$ cat src/rtl/bpc_pkg.sv
package bpc_pkg;
  typedef enum logic [1:0] {
    ST_IDLE  = 2'b00,
    ST_BAD   = 2'b01,
    ST_SETUP = 2'b10,
    ST_XFER  = 2'b11
  } bus_state_e;

  localparam int NRULE     = 7;
  localparam int RB_BAD    = 0;
  localparam int RB_FIRST  = 1;
  localparam int RB_IDLE   = 2;
  localparam int RB_SETUP  = 3;
  localparam int RB_XFER   = 4;
  localparam int RB_HCTL   = 5;
  localparam int RB_HDATA  = 6;
  localparam int NSEQ      = 5;
endpackage

$ cat src/rtl/bpc_decode.sv
module bpc_decode
  import bpc_pkg::*;
(
  input  logic       rst_n,
  input  logic       sel,
  input  logic       en,
  output bus_state_e st
);
  always_comb begin
    if (!rst_n) st = ST_IDLE;
    else        st = bus_state_e'({sel, en});
  end
endmodule

$ cat src/rtl/bpc_seq_rules.sv
module bpc_seq_rules
  import bpc_pkg::*;
(
  input  logic            clk,
  input  logic            rst_n,
  input  bus_state_e      st,
  output logic            prev_setup,
  output logic [NSEQ-1:0] fail
);
  bus_state_e prev_q;
  logic       first_q;

  always_ff @(posedge clk) begin
    if (!rst_n) begin
      prev_q  <= ST_IDLE;
      first_q <= 1'b1;
    end else begin
      prev_q  <= st;
      first_q <= 1'b0;
    end
  end

  assign prev_setup = (prev_q == ST_SETUP);

  always_comb begin
    fail           = '0;
    fail[RB_BAD]   = (st == ST_BAD);
    fail[RB_FIRST] = first_q && (st != ST_IDLE);
    fail[RB_IDLE]  = (prev_q == ST_IDLE) && (st == ST_XFER);
    fail[RB_SETUP] = (prev_q == ST_SETUP) && (st != ST_XFER);
    fail[RB_XFER]  = (prev_q == ST_XFER) && (st == ST_XFER);
  end
endmodule

$ cat src/rtl/bpc_hold.sv
module bpc_hold
  import bpc_pkg::*;
#(
  parameter int ADDR_W = 32,
  parameter int DATA_W = 32
) (
  input  logic              clk,
  input  logic              rst_n,
  input  bus_state_e        st,
  input  logic              prev_setup,
  input  logic              sel,
  input  logic              wr,
  input  logic [ADDR_W-1:0] addr,
  input  logic [DATA_W-1:0] wdata,
  output logic              fail_ctl,
  output logic              fail_data
);
  logic [ADDR_W-1:0] addr_q;
  logic [DATA_W-1:0] wdata_q;
  logic              wr_q;

  always_ff @(posedge clk) begin
    if (!rst_n) begin
      addr_q  <= '0;
      wdata_q <= '0;
      wr_q    <= 1'b0;
    end else if (st == ST_SETUP) begin
      addr_q  <= addr;
      wdata_q <= wdata;
      wr_q    <= wr;
    end
  end

  assign fail_ctl  = prev_setup && (!sel || (addr != addr_q) || (wr != wr_q));
  assign fail_data = prev_setup && wr_q && (wdata != wdata_q);
endmodule

$ cat src/rtl/bpc_monitor.sv
module bpc_monitor
  import bpc_pkg::*;
#(
  parameter int ADDR_W = 32,
  parameter int DATA_W = 32
) (
  input  logic              clk,
  input  logic              rst_n,
  input  logic              sel,
  input  logic              en,
  input  logic              wr,
  input  logic [ADDR_W-1:0] addr,
  input  logic [DATA_W-1:0] wdata,
  output logic [1:0]        state_o,
  output logic [NRULE-1:0]  viol_o,
  output logic              err_o
);
  bus_state_e      st;
  logic            prev_setup;
  logic [NSEQ-1:0] seq_fail;
  logic            hold_ctl, hold_data;
  logic [NRULE-1:0] fail_now;
  logic [NRULE-1:0] viol_q;
  logic             err_q;

  bpc_decode u_dec (.rst_n(rst_n), .sel(sel), .en(en), .st(st));

  bpc_seq_rules u_seq (
    .clk(clk), .rst_n(rst_n), .st(st),
    .prev_setup(prev_setup), .fail(seq_fail)
  );

  bpc_hold #(.ADDR_W(ADDR_W), .DATA_W(DATA_W)) u_hold (
    .clk(clk), .rst_n(rst_n), .st(st), .prev_setup(prev_setup),
    .sel(sel), .wr(wr), .addr(addr), .wdata(wdata),
    .fail_ctl(hold_ctl), .fail_data(hold_data)
  );

  assign fail_now = {hold_data, hold_ctl, seq_fail};

  for (genvar g = 0; g < NRULE; g++) begin : g_sticky
    always_ff @(posedge clk) begin
      if (!rst_n)           viol_q[g] <= 1'b0;
      else if (fail_now[g]) viol_q[g] <= 1'b1;
    end
  end

  always_ff @(posedge clk) begin
    if (!rst_n) err_q <= 1'b0;
    else        err_q <= |fail_now;
  end

  assign state_o = st;
  assign viol_o  = viol_q;
  assign err_o   = err_q;
endmodule

$ cat config.mk
export PLATFORM = sky130hd
export DESIGN_NAME = bpc_monitor
export DESIGN_NICKNAME = d
export VERILOG_FILES = /design/src/rtl/bpc_pkg.sv /design/src/rtl/bpc_decode.sv /design/src/rtl/bpc_seq_rules.sv /design/src/rtl/bpc_hold.sv /design/src/rtl/bpc_monitor.sv
export SDC_FILE = /design/constraint.sdc
export NUM_CORES = 1
export LEC_CHECK = 0
export ABC_AREA = 1
export BUFFER_PORTS_ARGS = -buffer_cell sky130_fd_sc_hd__buf_2
export CAP_MARGIN = 20
export CELL_PAD_IN_SITES_DETAIL_PLACEMENT = 0
export CELL_PAD_IN_SITES_GLOBAL_PLACEMENT = 2
export CORE_ASPECT_RATIO = 1.2
export CORE_UTILIZATION = 29
export DETAILED_ROUTE_END_ITERATION = 16
export PLACE_DENSITY_LB_ADDON = 0.08
export SLEW_MARGIN = 20
export SYNTH_ARGS = -nofsm -noshare
export SYNTH_HDL_FRONTEND = slang
export SYNTH_SLANG_ARGS = --single-unit
$ cat constraint.sdc
create_clock -name clk -period 1.65 [get_ports clk]
set_clock_uncertainty 0.05 [all_clocks]
set_input_delay 0.0825 -clock clk [delete_from_list [all_inputs] [get_ports clk]]
set_output_delay 0.0825 -clock clk [all_outputs]
set_load 0.01 [all_outputs]
==> flow_summary.yaml, run 1 <==
synth:
  syn_area_mm2: 0.00371
  synth_top_cell_by_area: "dfxtp_1"
  synthCells: 560
  yosys_warnings: 0
  yosysSeqAreaShare: 0.410
  synth_seq_cells: 76
  syn_nets: 629
  ys_top_cells_by_area: "dfxtp_1, nand2_1, inv_1, o31ai_1, xnor2_1"
  yosysTopAreaCellShare: 0.410
  ys_types: 23
  avgSynthCellArea_um2: 6.63
clock_network:
  cts_max_path_buffers: 2
  cts.sinks: 76
  clk-insertion-delay-late_ps: 330
  clkTransAtPathRegs_ps: 50
  htreeDepth: 3
  cts_tree: "done"
  root_buffer: "clkbuf_16"
  numCtsBuffers: 9
setup_path:
  crit_end: "err_o"
  cp-end-kind: "register"
  rr_startpoint: "u_hold.addr_q[11]"
  start_kind: "input pin"
  rrSetupSlack_ps: 300
  crit_start: "en"
  critPathRequiredTime_ps: 1810
  criticalPathCategory: "input pin to register"
  rr_worst_depth: 11
  worstPathMaxFanout: 3
  worstPathArrival_ps: 1610
  r2r-end: "err_o"
sta:
  final_hold_viol_count: 0
  layout_min_cycle_time_ps: 1440
  rsz0062_at_grt: "no"
  max_slew_margin: 0.766
  min_period_over_period: 0.875
  timing.hold.ws_ps: 11.0
  fin_tns_setup_ps: 0
  timing.fmax_mhz: 693
  setup_viol_count_final: 0
  worst_pin_slew_ps: 351
  drv_slew: 0
detailed_routing:
  drtIter0Drc: 137
  detail-route-antenna-nets: 0
  vias_per_cell: 4.17
  dr_total_vias: 3596
  post-route-drc-count: 0
  drt-wirelength-per-cell_um: 10.6
  first_pass_iters: 4
  wl_mm: 9.13
global_route:
  grt_max_degree: 79
  overflow: 0
  grt_use_total: 0.147
  grt_pass1_wl_mm: 15.3
  grt_pass1_vias: 3421
  grt_antenna_before_repair: 0
place:
  dpl.cell_count: 781
  dpl.hpwl_mm: 6.20
  gp_congestion: 0.704
  io_buffers: 78
floorplan:
  design.core.area_mm2: 0.0123
  dieArea_mm2: 0.0133
  initial_core_util: 0.303
  io_pins: 79
  num_rows: 44
  dieWidth_um: 105
  die_h_um: 126
layout:
  mostFrequentLayoutCell: "nand2_1"
  drive_gt1_frac: 0.145
  stdcell_count: 863
  final_net_count: 767
  final_cell_mix: "nand2_1, buf_2, dfxtp_1"
  n_antenna_cell: 0
  syn2layout_area_growth_pct: 40.3
power_and_ir_drop:
  p_int_mw: 3.37
  swShare: 0.249
  peakVddDrop_mv: 0.402
  power_frac_clock: 0.405
  p_sw_mw: 1.12
  power_leakage_nw: 2.35
  comb_power_share: 0.151
  power.density_mw_per_mm2: 861
  power_frac_seq: 0.444
run_status:
  status: "finished, final reports clean"
hold_path:
  holdPathStages: 3
  holdCritPathClass: "input pin to register"
flow_run:
  cap_violations: 0
stage by stage:
stage / total power, mW / util / cell area [um2] / setup WS [ps]
global route: 4.76 / 0.425 / 5210 / 43.5
CTS: 4.58 / 0.424 / 5210 / 147
global placement: 2.59 / 0.348 / 4270 / 198
floorplan: 2.38 / - / 3710 / 493
finish: 4.49 / 0.425 / 5210 / 207
detailed placement: 2.60 / 0.348 / 4270 / 166
per-layer routing:
layer | vias up | track usage | share of wire
met5 | - | 0 | 0
met4 | 0 | 0.0497 | 0.012
met3 | 12 | 0.0435 | 0.042
met2 | 59 | 0.255 | 0.48
met1 | 1533 | 0.171 | 0.47
li1 | 1992 | - | -
worst min path at each step:
| stage | start | end | slack, ps |
|---|---|---|---|
| finish | rst_n | viol_o[0] | 10 |
| floorplan | addr[0] | u_hold.addr_q[0] | 150 |
| global placement | wdata[27] | u_hold.wdata_q[27] | 260 |
| detailed placement | wdata[14] | u_hold.wdata_q[14] | 260 |
| global route | rst_n | viol_o[0] | 6 |
| CTS | rst_n | viol_o[0] | 3 |
timing repair:
action                                 in CTS  in global routing
gates resized for setup                     0                  1
hold buffers                               67                  0
setup endpoints to repair                   0                  1
endpoints found under the hold margin      67                  0
setup buffers                               0                  0
Yosys cell counts:
library cell / instances
dfxtp_1: 76
inv_2: 2
nand2_1: 230
buf_4: 2
inv_4: 1
o31ai_1: 35
nor2_1: 44
nor4_1: 1
nor3_1: 1
a211oi_1: 1
clkbuf_1: 9
xnor2_1: 29
nand2_4: 1
nand2_2: 1
buf_6: 1
nand3_1: 4
nor2_2: 1
o21ai_0: 33
o21ai_1: 2
buf_2: 10
inv_1: 74
a21oi_1: 1
clkinv_1: 1
power groups by stage:
| stage | clock, mW | sequential [mW] | combinational, mW |
|---|---|---|---|
| after floorplan | 0 | 2.03 | 0.350 |
| after global placement | 0 | 2.03 | 0.562 |
| after detailed placement | 0 | 2.03 | 0.571 |
| after CTS | 1.89 | 1.99 | 0.696 |
| after global routing | 1.98 | 2.01 | 0.777 |
| final | 1.82 | 1.99 | 0.679 |
critical path, cell delays in order:
cell	delay, ps
dlygate4sd3_1	530
buf_2	150
nand2_1	100
inv_2	50
nand2_1	70
nand2_1	60
nor4_1	330
nand2_1	90
nor2_1	90
nor2_1	50
logic make-up after synthesis:
family                    synth area share
xor gates and xnor gates            0.0684
DFF                                  0.410
AOI/OAI and AO/OA                    0.121
and+or+nand+nor                      0.292
buffers and inverters                0.109
cell type report:
class,count,area [um2]
Sequential cell,76,1520
Clock inverter,2,10.0
Clock buffer,13,260
Multi-Input combinational cell,384,1800
Tap cell,161,201
Inverter,78,295
Fill cell,1303,7060
Timing Repair Buffer,149,1130
registers in the layout, summed over array words and instances, names as in the netlist:
| register | count |
|---|---|
| u_seq.first_q | 1 |
| u_hold.wdata_q | 32 |
| u_seq.prev_q | 2 |
| err_o | 1 |
| u_hold.wr_q | 1 |
| u_hold.addr_q | 32 |
| viol_o | 7 |
Power figures use the tool's default switching activity.
==> run 2: changes to the inputs <==
- BUFFER_PORTS_ARGS: -buffer_cell sky130_fd_sc_hd__buf_2 -> -buffer_cell sky130_fd_sc_hd__clkbuf_2
==> run 2 against run 1 <==
Net effect: sequential share of layout area is 0.056 points higher; critical path depth is 2 higher; routed wire length is 0.23% lower; largest cell class unchanged; sequential cell count stayed put; largest power group unchanged; clock power is 4% higher.
==> flow_summary.yaml, run 2 (synthesis gave the netlist of run 1 again) <==
power_and_ir_drop:
  power_leakage_nw: 2.36
  power_frac_seq: 0.437
  total_power_mw: 4.56
  p_int_mw: 3.42
  p_sw_mw: 1.14
  comb_power_share: 0.149
  swShare: 0.250
  power_frac_clock: 0.414
  power.density_mw_per_mm2: 876
  peakVddDrop_mv: 0.386
clock_network:
  numCtsBuffers: 9
  cts_tree: "done"
  cts_max_path_buffers: 2
  root_buffer: "clkbuf_16"
  clkTransAtPathRegs_ps: 60
  post_cts_buffers: 0
  cts.sinks: 76
  htreeDepth: 3
  clk-insertion-delay-late_ps: 330
run_status:
  status: "finished, final reports clean"
layout:
  n_antenna_cell: 0
  final_cell_mix: "nand2_1, clkbuf_2, dfxtp_1"
  num-fill-cells: 1289
  final_net_count: 766
  syn2layout_area_growth_pct: 40.0
  mostFrequentLayoutCell: "nand2_1"
  post-route-util: 0.424
  drive_gt1_frac: 0.148
detailed_routing:
  post-route-drc-count: 0
  detail-route-antenna-nets: 0
  drtIter0Drc: 148
  first_pass_iters: 4
  dr_total_vias: 3609
  drt-wirelength-per-cell_um: 10.6
  wl_mm: 9.11
  vias_per_cell: 4.18
sta:
  worst_pin_slew_ps: 340
  min_period_over_period: 0.877
  timing.fmax_mhz: 691
  layout_min_cycle_time_ps: 1450
  timing.hold.ws_ps: 9.63
  final_hold_viol_count: 0
  max_slew_margin: 0.773
  drv_slew: 0
  rsz0062_at_grt: "no"
  setup_viol_count_final: 0
  fin_tns_setup_ps: 0
setup_path:
  crit_chain: "dlygate4sd3_1 > clkbuf_2 > xnor2_1 > nand2_1 > nor2_2 > nand2_1 > nor2_2 > nand2_1 > nand2_1 > nand2_1 > nor2_1 > nor2_1"
  cp-end-kind: "register"
  crit_top_cell: "nand2_1"
  path_buf_inv: 2
  criticalPathCategory: "input pin to register"
  critPathRequiredTime_ps: 1810
  worstPathMaxFanout: 2
  crit_family: "simple AND/OR/NAND/NOR gates"
  slowest_delay_ps: 530
  crit_start: "wdata[24]"
  worstPathArrival_ps: 1610
  rr_startpoint: "u_hold.wdata_q[24]"
  start_kind: "input pin"
  slowest_stage: "dlygate4sd3_1"
place:
  io_buffers: 78
  gp_congestion: 0.731
  dpl.hpwl_mm: 6.22
floorplan:
  die_h_um: 126
  dieWidth_um: 105
  io_pins: 79
  initial_core_util: 0.303
  dieArea_mm2: 0.0133
  design.core.area_mm2: 0.0123
  num_rows: 44
global_route:
  grt_max_degree: 83
  grt_antenna_before_repair: 0
  grt_use_total: 0.147
  grt_pass1_wl_mm: 15.3
  grt_pass1_vias: 3385
  overflow: 0
flow_run:
  cap_violations: 0
hold_path:
  hp-start: "sel"
  holdCritPathClass: "input pin to register"
run 2: tightest hold or removal path: stages:
cell and delay [ps]:
clkbuf_2 130, nand2_4 90, inv_1 50
run 2: layout make-up:
| type | count | area [um2] | area share |
|---|---|---|---|
| Sequential cell | 76 | 1520 | 0.292 |
| Inverter | 78 | 295 | 0.0568 |
| Clock inverter | 1 | 5.00 | 0.000962 |
| Tap cell | 161 | 201 | 0.0387 |
| Timing Repair Buffer | 148 | 1100 | 0.212 |
| Clock buffer | 15 | 278 | 0.0534 |
| Multi-Input combinational cell | 384 | 1800 | 0.346 |
run 2: per-stage QoR:
step | setup WS, ps | cell area (um2) | std cells
finish | 203 | 5200 | 863
CTS | 124 | 5200 | 863
global route | 5.94 | 5200 | 863
detailed placement | 225 | 4260 | 782
global placement | 220 | 4260 | 782
floorplan | 493 | 3710 | 560
run 2: path summary, 6_finish.rpt:
kind         depth (start not counted)  slack, ps         endpoint
min reg2reg                          2        390        viol_o[0]
min                                  3         10  u_seq.prev_q[1]
max                                 12        200            err_o
max reg2reg                         10        290            err_o
run 2: repair_timing:
action / CTS / global route
gates resized for setup: 0 / 2
hold buffers: 65 / 0
hold endpoints to repair: 65 / 0
endpoints found under the setup margin: 0 / 1
run 2: metal layers:
| layer | GRT usage | routed length, um | vias up |
|---|---|---|---|
| li1 | - | - | 1989 |
| met1 | 0.175 | 4180 | 1552 |
| met2 | 0.252 | 4430 | 62 |
| met3 | 0.0393 | 407 | 6 |
| met4 | 0.0522 | 95 | 0 |
| met5 | 0 | 0 | - |
run 2: power groups by stage:
stage | clock (mW) | combinational, mW | sequential (mW)
6_report | 1.89 | 0.678 | 1.99
4_1_cts | 1.97 | 0.690 | 1.99
5_1_grt | 2.03 | 0.775 | 2.00
3_5_place_dp | 0 | 0.566 | 2.03
2_1_floorplan | 0 | 0.350 | 2.03
3_3_place_gp | 0 | 0.560 | 2.03
